--- src/rtl/burst_addr_gen.sv ---
module burst_addr_gen #(
  parameter int ADDR_W = 20
) (
  input  logic              clk,
  input  logic              rst,
  input  logic [ADDR_W-1:0] start_addr,
  input  logic              strobe_cpu_n,
  input  logic              strobe_ctl_n,
  input  logic              chip_en_n,
  input  logic              advance_n,
  input  logic              order_ilv,
  output logic [ADDR_W-1:0] addr_out,
  output logic              burst_start
);

  localparam int HI_W = ADDR_W - 2;

  logic [ADDR_W-1:0] base_q;
  logic [1:0]        beat_q;
  logic              ilv_q;
  logic              start_q;
  logic [1:0]        low_bits;
  logic              load;

  assign load = (!strobe_cpu_n && !chip_en_n) || !strobe_ctl_n;

  always_ff @(posedge clk) begin
    if (rst) begin
      base_q  <= '0;
      beat_q  <= '0;
      ilv_q   <= 1'b0;
      start_q <= 1'b0;
    end else begin
      start_q <= load;
      if (load) begin
        base_q <= start_addr;
        beat_q <= '0;
        ilv_q  <= order_ilv;
      end else if (!advance_n) begin
        beat_q <= beat_q + 2'd1;
      end
    end
  end

  assign low_bits    = ilv_q ? (base_q[1:0] ^ beat_q) : (base_q[1:0] + beat_q);
  assign addr_out    = {base_q[ADDR_W-1:2], low_bits};
  assign burst_start = start_q;

  assert_load_captures_R2: assert property (@(posedge clk) disable iff (rst)
    load |=> (addr_out == $past(start_addr)) && burst_start);

  assert_suspend_holds_R6: assert property (@(posedge clk) disable iff (rst)
    (!load && advance_n) |=> $stable(addr_out));

  assert_upper_fixed_R11: assert property (@(posedge clk) disable iff (rst)
    !load |=> $stable(addr_out[ADDR_W-1:2]));

  assert_linear_step_R3: assert property (@(posedge clk) disable iff (rst)
    (!load && !advance_n && !ilv_q) |=> addr_out[1:0] == $past(addr_out[1:0]) + 2'd1);

  assert_no_start_flag_R2: assert property (@(posedge clk) disable iff (rst)
    !load |=> !burst_start);

  assert_upper_width_R11: assert final (HI_W >= 1);

endmodule

--- config.mk ---
export PLATFORM = sky130hd
export DESIGN_NAME = burst_addr_gen
export DESIGN_NICKNAME = d
export VERILOG_FILES = /design/src/rtl/burst_addr_gen.sv
export SDC_FILE = /design/constraint.sdc
export NUM_CORES = 1
export LEC_CHECK = 0
export ABC_AREA = 1
export BUFFER_PORTS_ARGS = -buffer_cell sky130_fd_sc_hd__buf_2
export CAP_MARGIN = 15
export CORE_UTILIZATION = 51
export DETAILED_ROUTE_END_ITERATION = 10
export GPL_ROUTABILITY_DRIVEN = 1
export GPL_TIMING_DRIVEN = 0
export HOLD_SLACK_MARGIN = 0.15
export MAX_ROUTING_LAYER = met4
export PLACE_DENSITY = 0.83
export SLEW_MARGIN = 20
export SYNTH_ARGS = -nofsm -noshare
export SYNTH_HDL_FRONTEND = slang
export SYNTH_SLANG_ARGS = --single-unit
--- constraint.sdc ---
create_clock -name clk -period 1.1 [get_ports clk]
set_input_delay 0.055 -clock clk [delete_from_list [all_inputs] [get_ports clk]]
set_output_delay 0.055 -clock clk [all_outputs]
set_load 0.02 [all_outputs]
---- After elaboration in Yosys (flattened, before gate mapping) ----
Index checks and enable logic that the tools add are counted.
word-level totals
  flip-flop bits (word level) ............. 24
  input bits .............................. 27
  word-level logic and storage cells ...... 14
operators by class
  add/subtract/negate cells ............... 2
  muxes and demuxes ....................... 1
  bitwise operators ....................... 1
  reduce and logical (&&, ||, !) cells .... 6
operators with widths
  kind                   count
  $logic_not A1 Y1       3
  $add A2 B1 Y2 const B  1
  $add A2 B2 Y2          1
  $mux W2                1
  $reduce_or A2 Y1       1
  $xor A2 B2 Y2          1
  $logic_and A1 B1 Y1    1
  $logic_or A1 B1 Y1     1

---- Longest topological paths before layout ----
  depth after elaboration ................. 4
  gate-level depth with buffers ........... 6

---- Worst setup path after synthesis ----
No wires, ideal clock.
  kind .................................... register to output
  start ................................... register beat_q[0]
  end ..................................... output port addr_out[1]
  arrival ................................. 0.821 ns
  slack ................................... 0.224 ns
  cell stages (with the launch flop) ...... 7
  path buffers ............................ 0
  cell sequence ........................... dfxtp_1 > ha_1 > nand2_1 > inv_1 > nand2_1 > nand2_1 > inv_1
between the ends
  word-level cells in the longest chain between the ends .. 2
RTL lines
  element                   RTL line  source
  start: declaration        19        logic [1:0] beat_q;
  start signal: assignment  40        beat_q <= beat_q + 2'd1;
  $add A2 B2 Y2             45        assign low_bits = ilv_q ? (base_q[1:0] ^ beat_q) : (base_q[1:0] + beat_q);
  $mux W2                   45
  end: declaration          12        output logic [ADDR_W-1:0] addr_out,
No other way between the ends.

---- Final worst setup path ----
  start ................................... register base_q[0]
  end ..................................... output port addr_out[1]
between the ends
  word-level cells in the longest chain between the ends .. 2
RTL lines
  element                   RTL line  source
  start: declaration        18        logic [ADDR_W-1:0] base_q;
  start signal: assignment  36        base_q <= start_addr;
  $add A2 B2 Y2             45
  $mux W2                   45
No other way between the ends.

==> metrics.md <==
| Metric | Value |
|---|---|
| Max stage delay on crit path | between 0.3 and 0.4 ns |
| Critical path depth in cells | 6 |
| Logic gate share of total power | roughly a quarter |
| Routed WL per cell | about 13 µm |
| Number of global-route vias before repair | roughly 1300 |
| Area contributors post-synth | dfxtp_1 39%, nand3_2 16%, buf_4 15% |
| GRT Total Usage | around 29% |
| Critical path class | flip-flop to output pin |
| Clock Skews | approximately 0.00014 ns |
| Detail Route Antenna Nets | 0 |
| DR vias/cell | between 4 and 5 |
| Initial antenna violation count | 0 |
| RSZ-0062 raised after global routing | true |
| Post-Syn Area | between 1000 and 1500 µm² |
| Met3 Track Usage GR | under 10% |
| Port Buffers | 47 |
| H-tree depth | 1 |
| First-pass GRT wire length | 5490 µm |
| Leakage power figure | roughly 0.99 nW |
| Post-synth EDFFs | 0 |
| Routed WL | ~3300 µm |
| Total number of vias | 1233 |
| Largest net degree at the start of global routing | 15 |
| Hold WC Path Type | input pin to flip-flop |
| Clock sink count | 24 |
| Final count of negative-setup-slack endpoints | 1 |
| Total die area | roughly 2600 µm² |
| Critical path, cell by cell | ha_4, nand2_4, nand3_2, nand2_1, inv_1, buf_6 |
| Final worst path period share | 113% |
| Power per Cell Area | between 1000 and 1500 nW/µm² |
| Multi-input gate area | 538 µm² |
| Layout fillers | ~140 |
| Worst rel slew slack | between 80% and 90% |
| Synth cell count leaders | 30 x nand2_1, 24 x buf_4, 24 x dfxtp_1 |
| Tmin final | around 1.2 ns |
| CTS root buffer | clkbuf_4 |
| Syn nets | roughly 170 |
| Post-synthesis register bit count | 24 |
| Reg power frac | between 40 and 50% |
| Cells after Synth | approximately 140 |
| Total global routing overflow | 0 |
| Worst-path maximum fanout | 2 |
| Run status | complete, but fails checks |
| TritonCTS clock tree | yes |
| Initial core utilization | between 50% and 60% |
| Post-route setup slack | -0.148 ns |
| Worst setup EP type | output pin |
| Post-DP HPWL | between 2000 and 2500 µm |
| Core box area | approximately 2300 µm² |
| I/O pin total | 48 |
| Int Power | ~1.6 mW |
| CTS Buf Count | 3 |
| Delay-heaviest family, CP | flip-flops |
| Rows | 17 |
| Buf/Inv on CP | 2 |
| Total negative slack | -0.148 ns |
| Syn. warnings | 0 |
| Syn avg cell area | 8.67 µm² |
| Final hold viol count | 0 |
| CP arrival | between 1 and 1.5 ns |
| Setup slack at placement | 0.134 ns |
| F_max | around 0.80 GHz |
| Chip width | between 50 and 60 µm |
| Count leader, synth | nand2_1 |
| Nets | 250 |
| GR peak layer | met2 |
| R2r worst-path depth | 5 |
| Clock power share | between 30% and 40% |
| Clk Latency, worst-skew pair | 0.31 ns |
| DR iter-0 viols | 15 |
| Failing checks | setup timing |
| Startpoint types | flip-flop |
| Max Root-Sink Buffers | 2 |
| WHS Path Cells | 3 |
| Gpl congestion | between 0.7 and 0.8 |
| Met1 Resource Use GR | a little under a third |
| Reg area | roughly 490 µm² |
| Switching share of power | a little over a quarter |
| Async S/R FF share, synth | 0% |
| Register area share after synthesis | between 30% and 40% |
| CP max stage cell | dfxtp_2 |
| DRC viols | 0 |
| Net switching power | roughly 570 µW |
| Critical Path RT | roughly 1.0 ns |
| Synth area leader | dfxtp_1 |
| Reg clk slew, reported paths | 0.14 ns |
| Layout area overhead | 51.1% |
| Worst-margin pin slew | roughly 0.20 ns |
| VDD IR max | about 0.95 mV |
| First-pass iteration count of the detailed router | 4 |
| Unique masters post-synth | 16 |
| Post-synth top area share | between 30% and 40% |
| Max_cap viols | 0 |
| Ratio of cells with drive above 1 in the final layout | 50.2% |
| N_diodes | 0 |
| Die Span Y | 51.3 µm |
| Primary FF master, synth | dfxtp_1 |
| Slew Viols, Final | 0 |
| M2 GR Usage | 55.7% |
==> final timing paths <==
check        startpoint           to  slack [ns]
min reg2reg   base_q[2]    base_q[2]        0.48
min                 rst  burst_start        0.44
max reg2reg   beat_q[0]    beat_q[1]        0.26
max           base_q[0]  addr_out[1]       -0.15
==> cell usage in the layout (no fill, tap or decap) <==
master         instances
inv_1                  7
buf_2                 47
bufinv_16              1
dfxtp_2                4
nand2_4                1
o21ai_2                1
dlygate4sd3_1         26
buf_4                 25
ha_4                   1
nand2_2                1
clkbuf_4               3
a21oi_1                1
dfxtp_1               20
xor2_1                 1
inv_2                  2
buf_6                  4
nor2_1                 2
nand3_2               21
nand2_1               29
nand3_1                3
nand4_1               21
==> logic make-up (layout without fill, tap and decap cells) <==
kind of cell	Yosys count	after routing	synth area share [%]
simple gates	78	78	38.5
xor+xnor	1	1	0.706
flops	24	24	38.7
fa+ha+maj	1	1	1.01
buf+inv	37	115	19.9
compound gates	2	2	1.11
==> timing repair <==
action                     in CTS  in global routing
hold endpoints to repair       24                  0
hold buffers                   26                  0
gates resized for setup         9                  5
gates cloned                    0                  0
pin swaps                       4                  1
setup buffers                   1                  0
setup endpoints to repair       2                  2
==> worst register-to-register path, delay by kind of cell, from the launching register on <==
| family | cells | cell delay (ns) |
|---|---|---|
| simple gates | 4 | 0.27 |
| buf+inv | 1 | 0.13 |
| flops | 1 | 0.38 |
==> power groups by stage <==
stage | clock, mW | combinational, mW | sequential (mW)
2_1_floorplan | 0 | 0.288 | 0.970
3_3_place_gp | 0 | 0.413 | 0.972
3_5_place_dp | 0 | 0.428 | 0.976
4_1_cts | 0.641 | 0.515 | 0.959
5_1_grt | 0.682 | 0.564 | 0.967
6_report | 0.639 | 0.525 | 0.962
==> cell type report <==
| type | instances | area share [%] |
|---|---|---|
| Multi-Input combinational cell | 82 | 28.7 |
| Timing Repair Buffer | 74 | 27.5 |
| Sequential cell | 24 | 25.9 |
| Buffer | 28 | 11.4 |
| Tap cell | 28 | 1.87 |
| Inverter | 9 | 1.80 |
| Clock inverter | 1 | 1.60 |
| Clock buffer | 3 | 1.20 |
==> stage by stage <==
| stage | cells | instance area, µm² | power, mW | hold WS, ns | util, % |
|---|---|---|---|---|---|
| 2_1_floorplan | 143 | 1240 | 1.26 | 0.124 | - |
| 5_1_grt | 249 | 1870 | 2.21 | 0.453 | 83.1 |
| 3_3_place_gp | 218 | 1510 | 1.38 | 0.243 | 67.0 |
| 6_report | 249 | 1870 | 2.13 | 0.439 | 83.1 |
| 3_5_place_dp | 218 | 1510 | 1.40 | 0.239 | 67.0 |
| 4_1_cts | 249 | 1860 | 2.12 | 0.429 | 82.5 |
==> routing by layer <==
metal	wire, µm	vias up	part of all wire [%]
met5	0	-	0
met4	42	0	1.3
met2	1750	49	53
li1	-	621	-
met1	1350	559	41
met3	140	4	4.3
==> state kept, by name, summed over array words and instances, names as in the netlist <==
name         flops
base_q          20
beat_q           2
burst_start      1
ilv_q            1
No activity file was read; power rests on OpenSTA's default activity.
